<file path="config.mk">
export PLATFORM = sky130hd
export DESIGN_NAME = txrx_key_seq
export DESIGN_NICKNAME = d
export VERILOG_FILES = /design/src/rtl/txkey_pkg.sv /design/src/rtl/key_filter.sv /design/src/rtl/freq_pick.sv /design/src/rtl/txrx_key_seq.sv
export SDC_FILE = /design/constraint.sdc
export NUM_CORES = 1
export LEC_CHECK = 0
export ABC_AREA = 0
export CAP_MARGIN = 20
export CORE_MARGIN = 2
export CORE_UTILIZATION = 46
export DETAILED_ROUTE_END_ITERATION = 7
export GPL_TIMING_DRIVEN = 0
export PLACE_DENSITY = 0.88
export REMOVE_ABC_BUFFERS = 1
export SETUP_SLACK_MARGIN = 0.5
export SYNTH_ARGS = -nofsm -noshare
export SYNTH_HDL_FRONTEND = slang
export SYNTH_SLANG_ARGS = --single-unit
</file>
<file path="constraint.sdc">
create_clock -name clk -period 2.19 [get_ports clk]
set_clock_uncertainty 0.15 [all_clocks]
set_input_delay 0.3285 -clock clk [delete_from_list [all_inputs] [get_ports clk]]
set_output_delay 0.3285 -clock clk [all_outputs]
set_load 0.02 [all_outputs]
</file>
<file path="src/rtl/txkey_pkg.sv">
package txkey_pkg;
    typedef enum logic [2:0] {
        ST_RX_IDLE = 3'd0,
        ST_TX_LOAD = 3'd1,
        ST_TX_ON   = 3'd2,
        ST_UNKEY   = 3'd3,
        ST_RX_LOAD = 3'd4
    } seq_state_t;
endpackage

</file>
<file path="src/rtl/key_filter.sv">
module key_filter #(
    parameter int DEB_CYCLES = 1000
) (
    input  logic clk,
    input  logic rst_n,
    input  logic key_in,
    output logic key_lvl
);
    localparam int CW = (DEB_CYCLES < 2) ? 1 : $clog2(DEB_CYCLES);
    localparam logic [CW-1:0] LAST = CW'(DEB_CYCLES - 1);

    logic [1:0]    sync_q;
    logic [CW-1:0] cnt_q;

    always_ff @(posedge clk or negedge rst_n) begin
        if (!rst_n) begin
            sync_q  <= '0;
            cnt_q   <= '0;
            key_lvl <= 1'b0;
        end else begin
            sync_q <= {sync_q[0], key_in};
            if (sync_q[1] == key_lvl) begin
                cnt_q <= '0;
            end else if (cnt_q == LAST) begin
                cnt_q   <= '0;
                key_lvl <= sync_q[1];
            end else begin
                cnt_q <= cnt_q + 1'b1;
            end
        end
    end
endmodule

</file>
<file path="src/rtl/freq_pick.sv">
module freq_pick #(
    parameter int FREQ_W  = 32,
    parameter int PITCH_W = 12
) (
    input  logic               want_tx,
    input  logic               cw_mode,
    input  logic               upper_sb,
    input  logic               rit_on,
    input  logic [FREQ_W-1:0]  dial_freq,
    input  logic [FREQ_W-1:0]  tx_hold_freq,
    input  logic [PITCH_W-1:0] cw_pitch,
    output logic [FREQ_W-1:0]  freq,
    output logic               phase_270
);
    logic [FREQ_W-1:0] base;
    logic [FREQ_W-1:0] shift;

    generate
        if (PITCH_W >= FREQ_W) begin : g_trunc
            assign shift = cw_pitch[FREQ_W-1:0];
        end else begin : g_ext
            assign shift = {{(FREQ_W-PITCH_W){1'b0}}, cw_pitch};
        end
    endgenerate

    always_comb begin
        base = rit_on ? tx_hold_freq : dial_freq;
        if (!want_tx)      freq = dial_freq;
        else if (!cw_mode) freq = base;
        else if (upper_sb) freq = base + shift;
        else               freq = base - shift;
        phase_270 = ~upper_sb;
    end
endmodule

</file>
<file path="src/rtl/txrx_key_seq.sv">
module txrx_key_seq
    import txkey_pkg::*;
#(
    parameter int FREQ_W     = 32,
    parameter int PITCH_W    = 12,
    parameter int DEB_CYCLES = 1000
) (
    input  logic               clk,
    input  logic               rst_n,
    input  logic               key_raw,
    input  logic               cw_mode,
    input  logic               upper_sb,
    input  logic               rit_on,
    input  logic [FREQ_W-1:0]  dial_freq,
    input  logic [FREQ_W-1:0]  tx_hold_freq,
    input  logic [PITCH_W-1:0] cw_pitch,
    input  logic               sidetone_opt,
    input  logic               load_done,
    output logic               load_req,
    output logic [FREQ_W-1:0]  load_freq,
    output logic               load_phase_270,
    output logic               tx_out,
    output logic               sidetone_en
);
    seq_state_t        state_q, state_nx;
    logic              key_lvl;
    logic              start_load;
    logic [FREQ_W-1:0] pick_freq;
    logic              pick_phase;
    logic [FREQ_W-1:0] freq_q;
    logic              phase_q;

    key_filter #(.DEB_CYCLES(DEB_CYCLES)) u_filt (
        .clk     (clk),
        .rst_n   (rst_n),
        .key_in  (key_raw),
        .key_lvl (key_lvl)
    );

    freq_pick #(.FREQ_W(FREQ_W), .PITCH_W(PITCH_W)) u_pick (
        .want_tx      (state_nx == ST_TX_LOAD),
        .cw_mode      (cw_mode),
        .upper_sb     (upper_sb),
        .rit_on       (rit_on),
        .dial_freq    (dial_freq),
        .tx_hold_freq (tx_hold_freq),
        .cw_pitch     (cw_pitch),
        .freq         (pick_freq),
        .phase_270    (pick_phase)
    );

    always_comb begin
        state_nx = state_q;
        unique case (state_q)
            ST_RX_IDLE: if (key_lvl)   state_nx = ST_TX_LOAD;
            ST_TX_LOAD: if (load_done) state_nx = key_lvl ? ST_TX_ON : ST_UNKEY;
            ST_TX_ON:   if (!key_lvl)  state_nx = ST_UNKEY;
            ST_UNKEY:                  state_nx = ST_RX_LOAD;
            ST_RX_LOAD: if (load_done) state_nx = ST_RX_IDLE;
            default:                   state_nx = ST_RX_IDLE;
        endcase
    end

    assign start_load = (state_nx != state_q) &&
                        ((state_nx == ST_TX_LOAD) || (state_nx == ST_RX_LOAD));

    always_ff @(posedge clk or negedge rst_n) begin
        if (!rst_n) begin
            state_q <= ST_RX_IDLE;
            freq_q  <= '0;
            phase_q <= 1'b0;
        end else begin
            state_q <= state_nx;
            if (start_load) begin
                freq_q  <= pick_freq;
                phase_q <= pick_phase;
            end
        end
    end

    always_comb begin
        load_req       = (state_q == ST_TX_LOAD) || (state_q == ST_RX_LOAD);
        tx_out         = (state_q == ST_TX_ON);
        load_freq      = freq_q;
        load_phase_270 = phase_q;
        sidetone_en    = key_lvl & sidetone_opt;
    end
endmodule

</file>
==> results by group <==
Hold path
  – Min-delay worst type: in -> reg
  – Worst hold start: dial_freq[0]

Floorplan
  – Die X: 106 µm
  – Ports: 120
  – Initial Util: 47.0%
  – Site row count: 37
  – Die height: 106 µm
  – Die footprint: 0.0113 mm²
  – Core Region: 0.0103 mm²

Global routing
  – Global router's overall resource usage: 32.9%
  – Number of global-route vias before repair: 5,758
  – Initial antenna violation count: 0
  – Largest net degree at the start of global routing: 31
  – Grt ovf: 0
  – First-pass GRT wire length: 29.4 mm

CTS
  – Insertion delay to the later sink of the worst-skew pair: 0.31 ns
  – Inserted Clock Buffers: 5
  – CTS tree: yes
  – TritonCTS Sinks: 49
  – Max Root-Sink Buffers: 2
  – Clock transition at path regs: 0.11 ns
  – Clock Tree Root: clkbuf_8
  – # H-tree levels: 2

Logic synthesis
  – Synth area leader: dfrtp_1
  – Synth warn: 0
  – Register bit count reported by yosys: 49
  – Most frequent cell after synthesis: nand2_1
  – Synth top area share: 25.4%
  – Prevailing post-synth register cell: dfrtp_1
  – Sequential area share after synthesis: 25.4%
  – Post-synth ARST share: 100%
  – Post-synth EDFFs: 0
  – Synth unique cells: 59
  – Avg Inst Size Synth: 7.96 µm²
  – Post-synthesis cell count: 606
  – Most frequent cells after synthesis: nand2_1 (78), a21oi_1 (58), nor2_1 (57)
  – Mapped Area: 0.00483 mm²
  – Synth area leaders: dfrtp_1 (25%), ha_1 (9.1%), mux2_2 (7.9%), nand2_1 (6.1%), a21oi_1 (6.0%)

Job
  – Max_cap viols: 0

Pwr
  – Clock power frac: 18.7%
  – Leakage: 3.39 nW
  – Power Density: 415 mW/mm²
  – Register share of total power: 28.0%
  – Switching Fraction: 40.1%
  – P_sw: 0.00131 W
  – Power share of the combinational group: 53.3%
  – Int Power: 0.00196 W
  – Peak supply drop: 0.000275 V

Critical path
  – Setup crit start: cw_pitch[3]
  – Reg2Reg Depth: 7
  – CP endpoint kind: register
  – Reg2reg end: load_freq[29]
  – CP Data Arrival Time: 4.16 ns
  – Worst setup SP type: primary input
  – Setup crit end: load_freq[31]
  – Required @ worst endpoint: 2.30 ns
  – CP Class: in -> reg
  – Crit Path Max Fanout: 5
  – Reg2reg setup slack: -0.47 ns
  – Worst r2r src: state_q[0]

Final layout
  – Area grow syn2layout: 63.6%
  – Nets: 919
  – Filler Cells Inserted: 669
  – Finished layout cell area: 0.00790 mm²
  – Antenna cells: 0
  – Share of post-route cells with drive strength above 1: 33.0%

Place
  – # port buffers: 119
  – DP Worst Slack: -3.52 ns
  – Placed instance area: 0.00621 mm²
  – Hpwl dp: 11.4 mm
  – Final estimated routing congestion in global placement: 0.896

Routing
  – Met1 wire length: 7.83 mm
  – Routed length on met2: 10.4 mm
  – Final WL: 22.0 mm
  – Top routing layer used: met4
  – WL met3: 2.32 mm
  – DRC viols: 0
  – Vias per inst: 6.59
  – Routed len/inst: 23.5 µm
  – Antenna Nets Post-Route: 0
  – Drt pass-1 iters: 6
  – Initial DRC count: 745
  – Via count: 6,167

STA
  – Fmax: 247 MHz
  – Min Tclk post-route: 4.06 ns
  – Worst Tran Pin Value: 0.669 ns
  – Setup TNS: -39.31 ns
  – PnR worst setup slack: -1.87 ns
  – Final period utilization: 185%
  – RSZ-0062 raised after global routing: yes
  – Setup Viol. Count Final: 28
  – Fin. max-slew vios: 0
  – Worst slew margin: 55.2%
  – Final hold viol count: 0

Status
  – Outcome: complete, but fails checks
  – Failing checks: setup timing
flip-flops by register name, indices dropped and copies added (netlist names):
name / cells
state_q: 3
u_filt.key_lvl: 1
u_filt.cnt_q: 10
load_phase_270: 1
load_freq: 32
u_filt.sync_q: 2
cell families (layout without fill, tap and decap cells):
family,after synthesis,in the layout,share of synthesized area [%]
muxes,42,42,9.62
and+or+nand+nor,206,206,19.8
AOI/OAI and AO/OA,195,197,25.7
xor gates and xnor gates,38,38,6.90
adders and majority gates,36,36,9.49
DFF,49,49,25.4
buffers and inverters,40,232,3.11
layout by cell type (no fill, tap or decap), drive strengths merged, types with 7 or more instances in the layout:
cell type	n
o21ai	54
inv	11
dfrtp	49
ha	35
clkbuf	7
nor2	57
mux2	35
xor2	21
nor3	18
a21o	17
clkdlybuf4s50	62
o211ai	9
dlygate4sd2	41
a211oi	14
a31oi	8
mux2i	7
buf	101
xnor2	17
a21oi	60
o31ai	9
nand4	8
nand2	78
critical path, cell delays in order:
cell and delay (ns):
buf_8 0.10, nor3_4 0.25, nand2_2 0.12, nor3_4 0.15
nor4b_4 0.29, buf_4 0.18, buf_6 0.09, buf_8 0.12
nor2_4 0.03, xor2_1 0.14, ha_1 0.39, and3_1 0.23
nand4_1 0.19, a21oi_4 0.21, buf_6 0.13, buf_6 0.09
nor4_4 0.04, nor3_4 0.24, buf_12 0.14, o21ai_4 0.06
xnor2_2 0.17, a2111o_1 0.37, nand3_1 0.07
what timing repair did:
| action | in CTS | in global routing |
|---|---|---|
| hold buffers | 1 | 0 |
| resized for setup | 227 | 74 |
| pin swaps | 74 | 60 |
| cloned | 4 | 1 |
| endpoints found under the hold margin | 19 | 0 |
| setup endpoints to repair | 70 | 37 |
| setup buffers | 51 | 33 |
power groups by stage:
stage	logic (W)	clock network (W)	registers, W
after detailed placement	0.00111	0	0.000935
final	0.00174	0.000613	0.000919
after floorplan	0.000713	0	0.000937
after CTS	0.00143	0.000611	0.000918
after global placement	0.00107	0	0.000935
after global routing	0.00182	0.000645	0.000919
stage by stage:
| step | cells | power (W) | util [%] | hold WS, ns |
|---|---|---|---|---|
| floorplan | 577 | 0.00165 | - | -0.117 |
| global placement | 832 | 0.00201 | 59.1 | 0.194 |
| detailed placement | 838 | 0.00205 | 60.4 | 0.178 |
| CTS | 902 | 0.00296 | 70.4 | 0.183 |
| global route | 936 | 0.00338 | 76.8 | 0.241 |
| finish | 936 | 0.00328 | 76.8 | 0.207 |
worst min path at each step:
stage | to | slack, ns | depth (start not counted)
floorplan | load_freq[0] | -0.12 | 0
global placement | u_filt.sync_q[1] | 0.19 | 0
detailed placement | state_q[0] | 0.18 | 1
CTS | load_freq[0] | 0.18 | 3
global route | u_filt.sync_q[1] | 0.24 | 0
finish | load_freq[0] | 0.21 | 3
per-layer routing:
layer	vias up	GRT usage (%)
met5	-	0
met3	173	5.21
met4	0	16.2
met1	2881	40.3
li1	2609	-
met2	504	56.1
layout make-up:
class	instances	area [µm²]	area share, %
Tap cell	136	170	2.15
Clock buffer	5	68.8	0.871
Inverter	11	50.0	0.634
Sequential cell	49	1230	15.6
Clock inverter	3	26.3	0.333
Multi-Input combinational cell	519	4220	53.5
Timing Repair Buffer	212	2120	26.8
Timing Repair inverter	1	7.51	0.0951
Note: power is estimated with default switching activity, not from simulation.
